===== config.mk =====
export PLATFORM = sky130hd
export DESIGN_NAME = mfunc_irq_router
export DESIGN_NICKNAME = d
export VERILOG_FILES = /design/src/rtl/mfunc_irq_pkg.sv /design/src/rtl/mfunc_route_regs.sv /design/src/rtl/mfunc_sock_flags.sv /design/src/rtl/mfunc_term_mux.sv /design/src/rtl/mfunc_irq_router.sv
export SDC_FILE = /design/constraint.sdc
export NUM_CORES = 1
export LEC_CHECK = 0
export ABC_CLOCK_PERIOD_IN_PS = 3350
export BUFFER_PORTS_ARGS = -buffer_cell sky130_fd_sc_hd__clkbuf_2
export CAP_MARGIN = 20
export CORE_ASPECT_RATIO = 1.1
export CORE_UTILIZATION = 28
export CTS_CLUSTER_DIAMETER = 120
export CTS_CLUSTER_SIZE = 24
export DETAILED_ROUTE_END_ITERATION = 16
export PLACE_DENSITY = 0.46
export SYNTH_ARGS = -nofsm -noshare
export SYNTH_HDL_FRONTEND = slang
export SYNTH_HIERARCHICAL = 1
export SYNTH_SLANG_ARGS = --single-unit

===== constraint.sdc =====
create_clock -name clk -period 3.35 [get_ports clk]
set_clock_uncertainty 0.15 [all_clocks]
set_input_delay 0.5025 -clock clk [delete_from_list [all_inputs] [get_ports clk]]
set_output_delay 0.5025 -clock clk [all_outputs]
set_load 0.03 [all_outputs]

===== src/rtl/mfunc_irq_pkg.sv =====
package mfunc_irq_pkg;

    localparam int NUM_TERM  = 7;
    localparam int NUM_SOCK  = 2;
    localparam int SEL_W     = 4;
    localparam int EVT_W     = 4;
    localparam int ADDR_W    = 3;
    localparam int DATA_W    = 32;
    localparam int ROUTE_W   = NUM_TERM * SEL_W;
    localparam int IRQ_LINES = 1 << SEL_W;

    localparam logic [SEL_W-1:0] SEL_INTX    = 4'd2;
    localparam logic [SEL_W-1:0] SEL_IRQ_MIN = 4'd3;

    // Field position of the IRQ number inside the socket config word.
    localparam int CFG_IRQ_LSB = 8;

    typedef enum logic [ADDR_W-1:0] {
        RA_ROUTE   = 3'd0,
        RA_CTRL    = 3'd1,
        RA_FLAGS   = 3'd2,
        RA_SOCKCFG = 3'd3,
        RA_PINID   = 3'd4
    } reg_addr_e;

    typedef struct packed {
        logic w1c_mode;
        logic tie;
    } ctrl_t;

    typedef struct packed {
        logic [SEL_W-1:0] irq;
        logic [EVT_W-1:0] mask;
    } sock_cfg_t;

    function automatic logic [7:0] pin_code(input logic func, input logic tie);
        return (func && !tie) ? 8'h02 : 8'h01;
    endfunction

    function automatic logic irq_valid(input logic [SEL_W-1:0] n);
        return n >= SEL_IRQ_MIN;
    endfunction

endpackage


===== src/rtl/mfunc_route_regs.sv =====
module mfunc_route_regs
    import mfunc_irq_pkg::*;
(
    input  logic               clk,
    input  logic               rst,
    input  logic               wr_route,
    input  logic               wr_ctrl,
    input  logic [DATA_W-1:0]  wdata,
    output logic [ROUTE_W-1:0] route_q,
    output ctrl_t              ctrl_q
);

    always_ff @(posedge clk) begin
        if (rst) begin
            route_q <= '0;
            ctrl_q  <= '0;
        end else begin
            if (wr_route) route_q <= wdata[ROUTE_W-1:0];
            if (wr_ctrl) begin
                ctrl_q.tie      <= wdata[0];
                ctrl_q.w1c_mode <= wdata[1];
            end
        end
    end

    AST_ROUTE_HOLD: assert property (@(posedge clk) disable iff (rst)
        !wr_route |=> $stable(route_q));

endmodule


===== src/rtl/mfunc_sock_flags.sv =====
module mfunc_sock_flags
    import mfunc_irq_pkg::*;
(
    input  logic             clk,
    input  logic             rst,
    input  logic [EVT_W-1:0] evt,
    input  logic             w1c_mode,
    input  logic             wr_flags,
    input  logic             rd_flags,
    input  logic             wr_cfg,
    input  logic [EVT_W-1:0] wr_bits,
    input  logic [SEL_W-1:0] wr_irq,
    output logic [EVT_W-1:0] flags_q,
    output sock_cfg_t        cfg_q,
    output logic             pending
);

    logic [EVT_W-1:0] clr_bits;

    always_comb begin
        clr_bits = '0;
        if (w1c_mode) begin
            if (wr_flags) clr_bits = wr_bits;
        end else begin
            if (rd_flags) clr_bits = '1;
        end
    end

    always_ff @(posedge clk) begin
        if (rst) begin
            flags_q <= '0;
            cfg_q   <= '0;
        end else begin
            flags_q <= (flags_q & ~clr_bits) | evt;
            if (wr_cfg) begin
                cfg_q.mask <= wr_bits;
                cfg_q.irq  <= wr_irq;
            end
        end
    end

    assign pending = |(flags_q & cfg_q.mask);

    AST_SET_WINS: assert property (@(posedge clk) disable iff (rst)
        (evt != '0) |=> ((flags_q & $past(evt)) == $past(evt)));

    AST_RD_CLEARS: assert property (@(posedge clk) disable iff (rst)
        (rd_flags && !w1c_mode && evt == '0) |=> (flags_q == '0));

    AST_W1C_KEEPS: assert property (@(posedge clk) disable iff (rst)
        (w1c_mode && !wr_flags) |=> ((flags_q & $past(flags_q)) == $past(flags_q)));

endmodule


===== src/rtl/mfunc_term_mux.sv =====
module mfunc_term_mux
    import mfunc_irq_pkg::*;
#(
    parameter bit INTX_ALLOWED = 1'b0
) (
    input  logic [SEL_W-1:0]     sel,
    input  logic                 intx,
    input  logic [IRQ_LINES-1:0] irq_vec,
    output logic                 term_out
);

    always_comb begin
        if (sel == SEL_INTX)
            term_out = INTX_ALLOWED ? intx : 1'b0;
        else if (irq_valid(sel))
            term_out = irq_vec[sel];
        else
            term_out = 1'b0;
    end

endmodule


===== src/rtl/mfunc_irq_router.sv =====
module mfunc_irq_router
    import mfunc_irq_pkg::*;
(
    input  logic              clk,
    input  logic              rst,
    input  logic              reg_wr,
    input  logic              reg_rd,
    input  logic              reg_func,
    input  logic [2:0]        reg_addr,
    input  logic [31:0]       reg_wdata,
    output logic [31:0]       reg_rdata,
    input  logic [3:0]        sock_a_evt,
    input  logic [3:0]        sock_b_evt,
    output logic [6:0]        mfunc_out
);

    logic [ROUTE_W-1:0]   route_q;
    ctrl_t                ctrl_q;
    logic [EVT_W-1:0]     evt     [NUM_SOCK];
    logic [EVT_W-1:0]     flags   [NUM_SOCK];
    sock_cfg_t            cfg     [NUM_SOCK];
    logic [NUM_SOCK-1:0]  pending;
    logic [IRQ_LINES-1:0] irq_vec;
    logic                 inta, intb;
    logic [NUM_TERM-1:0]  intx_line;
    reg_addr_e            addr;

    assign addr   = reg_addr_e'(reg_addr);
    assign evt[0] = sock_a_evt;
    assign evt[1] = sock_b_evt;

    mfunc_route_regs u_regs (
        .clk      (clk),
        .rst      (rst),
        .wr_route (reg_wr && addr == RA_ROUTE),
        .wr_ctrl  (reg_wr && addr == RA_CTRL),
        .wdata    (reg_wdata),
        .route_q  (route_q),
        .ctrl_q   (ctrl_q)
    );

    for (genvar s = 0; s < NUM_SOCK; s++) begin : g_sock
        logic mine;
        assign mine = (reg_func == 1'(s));
        mfunc_sock_flags u_flags (
            .clk      (clk),
            .rst      (rst),
            .evt      (evt[s]),
            .w1c_mode (ctrl_q.w1c_mode),
            .wr_flags (reg_wr && mine && addr == RA_FLAGS),
            .rd_flags (reg_rd && mine && addr == RA_FLAGS),
            .wr_cfg   (reg_wr && mine && addr == RA_SOCKCFG),
            .wr_bits  (reg_wdata[EVT_W-1:0]),
            .wr_irq   (reg_wdata[CFG_IRQ_LSB +: SEL_W]),
            .flags_q  (flags[s]),
            .cfg_q    (cfg[s]),
            .pending  (pending[s])
        );
    end

    // Legacy IRQ lines: each socket drives the line its IRQ number names.
    always_comb begin
        irq_vec = '0;
        for (int s = 0; s < NUM_SOCK; s++)
            if (pending[s] && irq_valid(cfg[s].irq))
                irq_vec[cfg[s].irq] = 1'b1;
    end

    assign inta = pending[0] | (ctrl_q.tie & pending[1]);
    assign intb = pending[1] & ~ctrl_q.tie;

    for (genvar t = 0; t < NUM_TERM; t++) begin : g_term
        if (t == 0) begin : g_a
            assign intx_line[t] = inta;
        end else if (t == 1) begin : g_b
            assign intx_line[t] = intb;
        end else begin : g_none
            assign intx_line[t] = 1'b0;
        end
        mfunc_term_mux #(.INTX_ALLOWED(t < 2)) u_mux (
            .sel      (route_q[t*SEL_W +: SEL_W]),
            .intx     (intx_line[t]),
            .irq_vec  (irq_vec),
            .term_out (mfunc_out[t])
        );
    end

    always_comb begin
        reg_rdata = '0;
        case (addr)
            RA_ROUTE:   reg_rdata[ROUTE_W-1:0] = route_q;
            RA_CTRL:    reg_rdata[1:0] = {ctrl_q.w1c_mode, ctrl_q.tie};
            RA_FLAGS:   reg_rdata[EVT_W-1:0] = flags[reg_func];
            RA_SOCKCFG: begin
                reg_rdata[EVT_W-1:0] = cfg[reg_func].mask;
                reg_rdata[CFG_IRQ_LSB +: SEL_W] = cfg[reg_func].irq;
            end
            RA_PINID:   reg_rdata[7:0] = pin_code(reg_func, ctrl_q.tie);
            default:    reg_rdata = '0;
        endcase
    end

    AST_TIE_MUTES_INTB: assert property (@(posedge clk) disable iff (rst)
        (ctrl_q.tie && route_q[SEL_W +: SEL_W] == SEL_INTX) |-> !mfunc_out[1]);

    AST_INTX_PLACEMENT: assert property (@(posedge clk) disable iff (rst)
        (route_q[2*SEL_W +: SEL_W] == SEL_INTX) |-> !mfunc_out[2]);

    AST_RSVD_ZERO: assert property (@(posedge clk) disable iff (rst)
        (addr == RA_ROUTE) |-> (reg_rdata[31:28] == 4'h0));

    AST_PIN_ID: assert property (@(posedge clk) disable iff (rst)
        (addr == RA_PINID && !reg_func) |-> (reg_rdata == 32'h1));

endmodule


==> flow_summary_export.csv <==
group,metric,value,unit
timing,max_freq,308,MHz
clock_tree,cts_tree,"built",
timing,setup_viol,0,
grt,grt_max_degree,42,
timing,tightest_slew,0.862,ns
clock_tree,postCtsHoldBufs,0,
timing,slew_viol_final,0,
route,drc,0,
route,wirelength,10.4,mm
synth,ys_ff_latch,54,
synth,synthMuxAreaShare,0.289,
floorplan,ios,87,
synth,ys_types,52,
synth,syn_area,3870,sq um
critical_path,crit_required,2.70,ns
clock_tree,cts_sinks,54,
power,powerDensity,304,nW/um^2
synth,synthSimpleGateAreaFrac,0.228,
timing,slew_headroom,0.425,
place,dp_slack,0.282,ns
route,vias_per_cell,4.84,
place,dpl.hpwl,7.65,mm
critical_path,worstSetupStartpointType,"register",
floorplan,core_area,13300,sq um
cells_and_area,drive_gt1_frac,0.299,
grt,grt_pass1_wl,16.5,mm
flow_run,maxCapViolations,0,
route,drtPass1Iterations,6,
critical_path,crit_arrival,2.59,ns
clock_tree,cts_root_buf,"clkbuf_16",
cells_and_area,synthToLayoutAreaGrowth,19.6,%
synth,synthXorXnorAreaFrac,0,
synth,synth_fa_ha_area_frac,0,
floorplan,start_util,0.291,
clock_tree,cts_buffer_depth,2,
floorplan,rows,44,
clock_tree,path_clk_slew,0.07,ns
synth,ys.flop_type,"dfxtp_1",
floorplan,dieArea,14300,sq um
synth,synth.avg_cell_area,9.38,sq um
route,drt_iter0_drc,153,
cells_and_area,multi_input_area,2530,sq um
cells_and_area,fin_cells,679,
route,vias,3288,
hold_path,worstHoldPathType,"in -> reg",
power,total_power,1.41,mW
cells_and_area,design_area,4630,sq um
place,place_area,4400,sq um
critical_path,worstPathMaxFanout,5,
timing,period_needed,3.24,ns
timing,tns,0,ns
grt,grt_overflow_total,0,
cells_and_area,n_antenna_cell,0,
synth,synth-edff-count,0,
outcome,status,"finished, final reports clean",
cells_and_area,n_fill_cell,1437,
grt,first_global_vias,3066,
synth,netlist_instances,413,
synth,synth_seq_area_share,0.279,
place,dp.cells,667,
synth,synth_compound_area_frac,0.123,
clock_tree,clock_latency,0.30,ns
clock_tree,h-tree-depth,2,
clock_tree,cts_made_buffers,5,
cells_and_area,nNetsFinal,542,
critical_path,critPathKind,"reg -> out",
floorplan,die_w,114,microns
power,peakVddDrop,0.163,mV
timing,setup_slack,0.106,ns
place,globalplace.congestion,0.837,
route,wl_per_cell,15.4,microns
critical_path,cp-end-kind,"primary output",
place,portBuffers,78,
synth,async_flop_share,0,
synth,yosysWarningCount,6,
power,power.leakage,1.83,nW
timing,fin_crit_sh,0.968,
floorplan,fp.dieH,125,microns
synth,synth_top_family_by_area,"multiplexers",
timing,hold_violations,0,
grt,grtUsageTotal,0.148,
route,detail-route-antenna-nets,0,
grt,antenna_found_initial,0,
cells_and_area,seq_area,1080,sq um
## power by group
part           internal [mW]  switching [mW]  leakage [nW]
clock                  0.301           0.253        0.0735
sequential             0.661          0.0257         0.439
combinational         0.0740          0.0950          1.31
total                   1.04           0.374          1.83
## cells by family (layout without fill, tap and decap cells)
group,count (synthesis),count (layout)
AND/OR/NAND/NOR,158,158
multiplexers,90,90
AO/OA/AOI/OAI,62,62
flip-flops,54,54
buffers and inverters,48,127
other,1,4
## metal layers
metal	up-vias	share of wire	GRT usage
met4	0	0.012	0.0474
met2	83	0.47	0.234
met3	7	0.039	0.0320
met5	-	0	0
li1	1652	-	-
met1	1546	0.48	0.200
## synth_stat cells (4+ instances only)
master	instances	share of area
a31oi_1	5	0.0081
inv_1	20	0.019
o21ai_0	6	0.0078
o22ai_1	16	0.026
o41ai_2	4	0.017
nand3b_1	4	0.0078
nand2_1	23	0.022
mux4_1	9	0.061
a22oi_1	4	0.0078
nand2b_2	8	0.018
buf_4	14	0.027
or2b_1	5	0.0097
mux2_2	6	0.017
and3_1	8	0.013
mux2i_1	70	0.18
and2_1	21	0.034
mux4_2	5	0.029
o22a_1	5	0.011
o41ai_1	4	0.0090
dfxtp_1	54	0.28
buf_6	5	0.015
nand2b_1	9	0.015
nor2_1	55	0.053
a21oi_1	4	0.0052
nand4b_1	5	0.011
## cell type report
type | count | share of cell area
clock inverter | 2 | 0.00351
sequential | 54 | 0.233
inverter | 20 | 0.0162
tap | 184 | 0.0497
clock buffer | 6 | 0.0300
multi-input combinational | 314 | 0.546
timing repair buffer | 99 | 0.122
## critical path, cell delays in order, from the launching register on
cell and delay (ns):
dfxtp_1 0.33, a22oi_2 0.23, nand2_2 0.11, o21a_1 0.14, nor3b_1 0.17, a32o_2 0.28, buf_4 0.15, mux4_1 0.51
o22ai_2 0.12, a31oi_1 0.06, buf_2 0.18
## sequential cells by signal, indices dropped and copies added (netlist names)
name / count
u_regs/ctrl_q: 2
g_sock.u_flags/flags_q: 8
g_sock.u_flags/cfg_q: 16
u_regs/route_q: 28
## metrics by stage
stage	util	hold WS, ns
2_1_floorplan	-	0.299
3_3_place_gp	0.330	0.326
3_5_place_dp	0.330	0.326
4_1_cts	0.343	0.237
5_1_grt	0.348	0.242
6_report	0.348	0.249
## worst paths after layout
check,from,end,slack [ns],depth (start not counted)
worst min register to register,g_sock[0].u_flags/flags_q[3],g_sock[0].u_flags/flags_q[3],0.34,2
worst max-delay path,g_sock[1].u_flags/cfg_q[0],mfunc_out[2],0.11,10
worst min-delay path,sock_a_evt[1],g_sock[0].u_flags/flags_q[1],0.25,3
worst max register to register,u_regs/ctrl_q[1],g_sock[1].u_flags/flags_q[0],2.01,2
## layout by cell type, fill, tap and decap left out, types with 4 or more instances in the layout
cell type and n:
inv_1 20, mux4_2 5, mux4_1 9, a21oi_1 4, buf_4 20, or2b_1 5, nor2_1 55, o41ai_2 4
nand2_1 21, mux2i_1 70, clkbuf_16 5, o21ai_0 6, clkbuf_2 73, dfxtp_1 54, nand2b_1 9, and2_1 20
o22ai_1 13, buf_2 4, and3_1 8, o22a_1 5, conb_1 4, nand2b_2 8, mux2_2 6, o22ai_2 4
a31oi_1 5, nand4b_1 5, nand3b_1 4, o41ai_1 4
## what timing repair did
| item | 4_1_cts | 5_1_grt |
|---|---|---|
| pin swaps | 1 | 5 |
| endpoints found under the setup margin | 3 | 7 |
| resized for setup | 4 | 10 |
| setup buffers | 1 | 3 |
(Power assumes the default switching activity.)
